<file path="src/rtl/tod_pkg.sv">
// Package: shared widths and the byte-select encoding of the
// time-of-day block. Assumes a three-byte register window.
package tod_pkg;
    localparam int BYTE_W = 8;

    typedef enum logic [1:0] {
        SEL_LO   = 2'd0,
        SEL_MID  = 2'd1,
        SEL_HI   = 2'd2,
        SEL_NONE = 2'd3
    } tod_sel_e;
endpackage

</file>
<file path="src/rtl/tod_tick_sync.sv">
// Module: tod_tick_sync
// Brings the asynchronous mains tick into the clock domain through a
// flop chain, detects its rising edge, and divides edges by DIV_A
// (rate_sel=0) or DIV_B (rate_sel=1) to form a one-cycle step.
// Assumes tick edges are far slower than clk. While hold is high,
// edges are discarded and the prescaler stays cleared.
module tod_tick_sync #(
    parameter int SYNC_STAGES = 2,
    parameter int DIV_A       = 6,
    parameter int DIV_B       = 5
) (
    input  logic clk,
    input  logic rst_n,
    input  logic tick_in,
    input  logic rate_sel,
    input  logic hold,
    output logic step
);
    localparam int DMAX = (DIV_A > DIV_B) ? DIV_A : DIV_B;
    localparam int PW   = (DMAX > 2) ? $clog2(DMAX) : 1;

    logic [SYNC_STAGES:0] sh_q;
    logic [PW-1:0]        pre_q;
    logic [PW-1:0]        lim;
    logic                 rise;

    // Shift the tick through the synchronizer plus one history stage.
    always_ff @(posedge clk) begin
        if (!rst_n) sh_q <= '0;
        else        sh_q <= {sh_q[SYNC_STAGES-1:0], tick_in};
    end

    assign rise = sh_q[SYNC_STAGES-1] & ~sh_q[SYNC_STAGES];
    assign lim  = rate_sel ? PW'(DIV_B - 1) : PW'(DIV_A - 1);

    // Count synchronized edges up to the selected limit.
    always_ff @(posedge clk) begin
        if (!rst_n || hold)  pre_q <= '0;
        else if (rise)       pre_q <= (pre_q >= lim) ? '0 : pre_q + 1'b1;
    end

    // Emit a step on the edge that completes a division period.
    assign step = rise && !hold && (pre_q >= lim);
endmodule

</file>
<file path="src/rtl/tod_count_core.sv">
// Module: tod_count_core
// Holds the running count, the halt flag and the alarm value. Byte
// writes either load the count (alarm_sel=0) or the alarm (alarm_sel=1).
// A high-byte count write halts, a low-byte count write resumes.
// Assumes step is already one cycle wide.
module tod_count_core
    import tod_pkg::*;
#(
    parameter int CNT_W = 24
) (
    input  logic             clk,
    input  logic             rst_n,
    input  logic             step,
    input  logic             wr_en,
    input  logic             alarm_sel,
    input  tod_sel_e         sel,
    input  logic [BYTE_W-1:0] wdata,
    output logic [CNT_W-1:0] count,
    output logic             halted,
    output logic             alarm_hit
);
    localparam int NB = CNT_W / BYTE_W;

    logic [CNT_W-1:0] cnt_q, cnt_sum, cnt_nxt;
    logic [CNT_W-1:0] alm_q, alm_nxt;
    logic             halt_q, halt_nxt, hit_q;
    logic             inc, wr_cnt;

    assign inc     = step && !halt_q;
    assign wr_cnt  = wr_en && !alarm_sel;
    assign cnt_sum = cnt_q + {{(CNT_W-1){1'b0}}, inc};

    // Overlay any written byte onto the incremented count or alarm.
    always_comb begin
        cnt_nxt = cnt_sum;
        alm_nxt = alm_q;
        for (int b = 0; b < NB; b++) begin
            if (wr_en && (int'(sel) == b)) begin
                if (alarm_sel) alm_nxt[b*BYTE_W +: BYTE_W] = wdata;
                else           cnt_nxt[b*BYTE_W +: BYTE_W] = wdata;
            end
        end
    end

    // Decide the next halt state from count writes.
    always_comb begin
        halt_nxt = halt_q;
        if (wr_cnt && sel == SEL_HI) halt_nxt = 1'b1;
        if (wr_cnt && sel == SEL_LO) halt_nxt = 1'b0;
    end

    // Register count, alarm, halt flag and the alarm strobe.
    always_ff @(posedge clk) begin
        if (!rst_n) begin
            cnt_q  <= '0;
            alm_q  <= '0;
            halt_q <= 1'b0;
            hit_q  <= 1'b0;
        end else begin
            cnt_q  <= cnt_nxt;
            alm_q  <= alm_nxt;
            halt_q <= halt_nxt;
            hit_q  <= inc && !wr_cnt && (cnt_sum == alm_q);
        end
    end

    assign count     = cnt_q;
    assign halted    = halt_q;
    assign alarm_hit = hit_q;
endmodule

</file>
<file path="src/rtl/tod_read_latch.sv">
// Module: tod_read_latch
// Gives software a coherent multi-byte read. A high-byte read with no
// copy held captures the count; reads are then served from the copy
// until a low-byte read releases it. Read data is combinational.
module tod_read_latch
    import tod_pkg::*;
#(
    parameter int CNT_W = 24
) (
    input  logic             clk,
    input  logic             rst_n,
    input  logic             rd_en,
    input  tod_sel_e         sel,
    input  logic [CNT_W-1:0] count,
    output logic [BYTE_W-1:0] rdata,
    output logic             held,
    output logic [CNT_W-1:0] snap
);
    logic [CNT_W-1:0] snap_q, src;
    logic             held_q;

    // Capture on the first high read, release on a low read.
    always_ff @(posedge clk) begin
        if (!rst_n) begin
            snap_q <= '0;
            held_q <= 1'b0;
        end else if (rd_en && sel == SEL_HI && !held_q) begin
            snap_q <= count;
            held_q <= 1'b1;
        end else if (rd_en && sel == SEL_LO) begin
            held_q <= 1'b0;
        end
    end

    assign src = held_q ? snap_q : count;

    // Select the addressed byte of the live or held value.
    always_comb begin
        rdata = '0;
        if (rd_en) begin
            unique case (sel)
                SEL_LO:   rdata = src[0*BYTE_W +: BYTE_W];
                SEL_MID:  rdata = src[1*BYTE_W +: BYTE_W];
                SEL_HI:   rdata = src[2*BYTE_W +: BYTE_W];
                default:  rdata = '0;
            endcase
        end
    end

    assign held = held_q;
    assign snap = snap_q;
endmodule

</file>
<file path="src/rtl/tod_clock.sv">
// Module: tod_clock (top)
// Time-of-day counter with mains tick input, coherent byte reads,
// halting byte writes and an alarm strobe. Assumes one register
// access per cycle and a tick much slower than clk.
module tod_clock
    import tod_pkg::*;
#(
    parameter int CNT_W       = 24,
    parameter int SYNC_STAGES = 2,
    parameter int DIV_60      = 6,
    parameter int DIV_50      = 5
) (
    input  logic       clk,
    input  logic       rst_n,
    input  logic       tick_in,
    input  logic       rate_sel,
    input  logic       alarm_sel,
    input  logic       rd_en,
    input  logic       wr_en,
    input  logic [1:0] addr,
    input  logic [7:0] wdata,
    output logic [7:0] rdata,
    output logic       alarm_o
);
    tod_sel_e         sel;
    logic             step_w, halted_w, held_w;
    logic [CNT_W-1:0] count_w, snap_w;

    assign sel = tod_sel_e'(addr);

    tod_tick_sync #(
        .SYNC_STAGES(SYNC_STAGES), .DIV_A(DIV_60), .DIV_B(DIV_50)
    ) u_sync (
        .clk(clk), .rst_n(rst_n), .tick_in(tick_in),
        .rate_sel(rate_sel), .hold(halted_w), .step(step_w)
    );

    tod_count_core #(.CNT_W(CNT_W)) u_core (
        .clk(clk), .rst_n(rst_n), .step(step_w), .wr_en(wr_en),
        .alarm_sel(alarm_sel), .sel(sel), .wdata(wdata),
        .count(count_w), .halted(halted_w), .alarm_hit(alarm_o)
    );

    tod_read_latch #(.CNT_W(CNT_W)) u_rd (
        .clk(clk), .rst_n(rst_n), .rd_en(rd_en), .sel(sel),
        .count(count_w), .rdata(rdata), .held(held_w), .snap(snap_w)
    );
endmodule

</file>
<file path="config.mk">
export PLATFORM = sky130hd
export DESIGN_NAME = tod_clock
export DESIGN_NICKNAME = d
export VERILOG_FILES = /design/src/rtl/tod_pkg.sv /design/src/rtl/tod_tick_sync.sv /design/src/rtl/tod_count_core.sv /design/src/rtl/tod_read_latch.sv /design/src/rtl/tod_clock.sv
export SDC_FILE = /design/constraint.sdc
export NUM_CORES = 1
export LEC_CHECK = 0
export BUFFER_PORTS_ARGS = -buffer_cell sky130_fd_sc_hd__buf_2
export CORE_ASPECT_RATIO = 0.7
export CORE_MARGIN = 4
export CORE_UTILIZATION = 61
export CTS_CLUSTER_SIZE = 14
export DETAILED_ROUTE_END_ITERATION = 16
export PLACE_DENSITY = 0.8
export SLEW_MARGIN = 20
export SYNTH_ARGS = -nofsm -noshare
export SYNTH_HDL_FRONTEND = slang
export SYNTH_SLANG_ARGS = --single-unit
</file>
<file path="constraint.sdc">
create_clock -name clk -period 4.2 [get_ports clk]
set_input_delay 0.21 -clock clk [delete_from_list [all_inputs] [get_ports clk]]
set_output_delay 0.21 -clock clk [all_outputs]
set_load 0.02 [all_outputs]
</file>
==> impl_results.md <==
- Distinct cell type count after synthesis: 64
- Proportion of power drawn by combinational gates: 0.093
- Final setup fails: 0
- Min Hold Slack: 0.0536 ns
- Avg Cell Area, Syn: 8.60 sq um
- Largest net degree at the start of global routing: 74
- Die H: ~80 microns
- Nets@finish: 547
- Vias: between 3000 and 4000
- Initial Util: 0.647
- Number of vias per cell: 6.16
- # diodes: 0
- Worst Path Required: roughly 4.5 ns
- Total power: between 1.5 and 2 mW
- DIE WIDTH: about 110 microns
- DRC viols: 0
- Crit-path max FO: 8
- Setup_tns: 0 ns
- CTS Sinks: approximately 80
- H-tree depth: 3
- Max_slew headroom: 0.290
- Synthesized area: 4500 sq um
- Detailed placer's ending HPWL: around 8 mm
- Post-CTS Setup Repair Bufs: 0
- Dpl cells: approximately 600
- I/O pin count: 26
- Dpl cell area: about 4500 sq um
- CTS Root Cell: clkbuf_8
- Setup ws final: between 0.6 and 0.7 ns
- #FFs+latches synth: between 80 and 90
- Hold Crit Class: primary input to register
- GRT Total Usage: 0.272
- Peak Freq: roughly 0.28 GHz
- Finished Cell Area: 4730 sq um
- Async S/R FF share, synth: 0
- Yosys Warn Count: 0
- Pre-CTS setup slack: between 0.7 and 0.8 ns
- Worst vdd ir: roughly 0.18 mV
- DR iter-0 viols: 340
- Setup repair after global routing missed its margin: false
- Core box area: slightly below 7000 sq um
- Max Buffers Root-to-Sink: 2
- WL final: roughly 12 mm
- CTS resizes: 0
- Cell internal pwr: around 1.1 mW
- DRT Pass-1 Iters: 5
- Antenna violations before repair: 0
- Input/output buffers: 25
- Fin util: 0.682
- Startpoint Class: register
- Final Max Slew Viols: 0
- Max cap viols: 0
- LEAKAGE: 1.64 nW
- Arr. time, crit path: between 3 and 4 ns
- CTS buffer count: 9
- Ys flop type: dfxtp_1
- Final Hold Fails: 0
- Reg power frac: 0.534
- Period Utilization, post-route: 0.846
- Worst-path clk slew: around 0.080 ns
- Routed WL per cell: about 19 microns
- Clock latency at the later pin of the worst-skew pair: 0.36 ns
- CP endpoint kind: register
- GP Congestion: a little over 0.9
- Layout Skew: 0.0123 ns
- Seq/Total Area, Yosys: 0.361
- Fin cells: 624
- Clk pwr share: 0.374
- P&R area growth vs syn: 5.32%
- CTS Hold Bufs: 0
- Setup CP Type: register to register
- Fraction of layout instances using a drive strength above 1: 0.132
- Pwr/cell area: 321 nW/um^2
- Final min period: roughly 3.6 ns
- Global route overflow: 0
- DRT antenna net count: 0
- Worst slew pin tran: roughly 1.1 ns
- Cells after Synth: between 500 and 600
- Outcome: finished clean
- Sw Share: 0.259
- Global-route wire length before repair: roughly 19 mm
- Number of enable flip-flop cells after synthesis: 0
- CTS tree: done
- Fillcell total: 590
- Die area: roughly 8800 sq um
- Syn_nets: approximately 540
- Num rows: 25
- Psw: between 300 and 400 uW
- Vias in the first global route: 3500
[worst max-delay path, stage by stage (launching register included)]
cell      delay (ns)
dfxtp_1         0.33
nor2b_1         0.33
o311ai_0        0.22
buf_4           0.19
nor2_1          0.09
ha_1            0.25
ha_1            0.27
nand3_4         0.17
nor2_2          0.34
a31oi_1         0.13
a2111o_1        0.42
or4_1           0.44
nor4_2          0.28
[cells in the mapped netlist (5+ instances only)]
master / count / area share
a21oi_1: 44 / 0.049
nand2b_1: 5 / 0.0070
clkbuf_8: 5 / 0.015
xnor2_1: 33 / 0.064
dfxtp_1: 81 / 0.36
mux2i_1: 21 / 0.047
nor2_1: 48 / 0.040
nand4_1: 9 / 0.013
mux4_2: 7 / 0.035
a211oi_1: 21 / 0.035
inv_1: 15 / 0.013
nor2b_1: 6 / 0.0084
o22ai_1: 9 / 0.013
and2_1: 12 / 0.017
nand3_1: 9 / 0.010
xor2_1: 12 / 0.023
nand2_1: 94 / 0.078
clkbuf_1: 20 / 0.017
[final cells by class]
type / count / area [sq um] / area share
multi-input cells: 389 / 2590 / 0.546
inverters: 16 / 60.1 / 0.0127
repair buffers: 29 / 155 / 0.0328
clock buffers: 10 / 138 / 0.0291
flip-flops and latches: 81 / 1620 / 0.342
clock inverters: 5 / 56.3 / 0.0119
well taps: 94 / 118 / 0.0248
[power groups by stage]
stage                     logic, mW  clock network, mW  registers [mW]
after global routing          0.154              0.614           0.814
final                         0.141              0.569           0.812
after detailed placement      0.139                  0           0.829
after CTS                     0.140              0.576           0.811
after global placement        0.135                  0           0.828
after floorplan               0.114                  0           0.811
[state kept, by name, summed over array words and instances, names as in the netlist]
| register | count |
|---|---|
| u_rd.held | 1 |
| u_sync.sh_q | 3 |
| u_core.alarm_hit | 1 |
| u_core.alm_q | 24 |
| u_core.halted | 1 |
| u_rd.snap | 24 |
| u_core.count | 24 |
| u_sync.pre_q | 3 |
[path summary, 6_finish.rpt]
kind	from	to	slack [ns]	cells past startpoint
setup / recovery	u_sync.sh_q[1]	u_core.alarm_hit	0.64	12
setup reg to reg	u_sync.sh_q[1]	u_core.alarm_hit	0.64	12
hold reg to reg	u_sync.sh_q[0]	u_sync.sh_q[1]	0.44	1
hold / removal	tick_in	u_sync.sh_q[0]	0.05	2
[metal layers]
metal | track usage | share of wire | wire (microns) | vias up
met5 | 0 | 0 | 0 | -
met4 | 0.0763 | 0.019 | 221 | 0
met3 | 0.0735 | 0.087 | 1000 | 21
met2 | 0.415 | 0.45 | 5160 | 180
met1 | 0.381 | 0.45 | 5170 | 1823
li1 | - | - | - | 1817
[kinds of logic (layout without fill, tap and decap cells)]
logic type / count (synthesis) / count (layout) / synth area share
DFF: 81 / 81 / 0.361
xor gates and xnor gates: 48 / 48 / 0.103
and+or+nand+nor: 219 / 219 / 0.248
buffers and inverters: 53 / 60 / 0.0651
AOI/OAI and AO/OA: 89 / 89 / 0.124
muxes: 29 / 29 / 0.0877
adders and majority gates: 4 / 4 / 0.0111
[placed cells by master (no fill, tap or decap), types with 2 or more instances in the layout]
master / Yosys / final
or2b_1: 2 / 2
o22ai_1: 9 / 9
dfxtp_1: 81 / 81
nor4_1: 3 / 3
nor4_2: 2 / 2
a21oi_1: 44 / 44
nand3_1: 9 / 9
clkbuf_8: 5 / 10
nand2_1: 94 / 94
mux4_2: 7 / 7
xor2_1: 12 / 12
and3_1: 2 / 2
or4_4: 2 / 2
xnor3_1: 2 / 2
nand3_4: 2 / 2
nand4_1: 9 / 9
mux2i_1: 21 / 21
xnor2_1: 33 / 33
nor2_1: 48 / 48
o31ai_1: 2 / 2
nand2b_1: 5 / 5
inv_1: 15 / 15
buf_4: 2 / 4
nor2b_1: 6 / 6
nor3b_1: 3 / 2
and2_1: 12 / 12
nand3b_1: 2 / 2
ha_1: 4 / 4
or2_2: 2 / 2
buf_2: 4 / 25
and4_1: 2 / 2
nor3_1: 3 / 3
clkinv_2: 0 / 2
a211oi_1: 21 / 21
No activity file was read; power rests on OpenSTA's default activity.
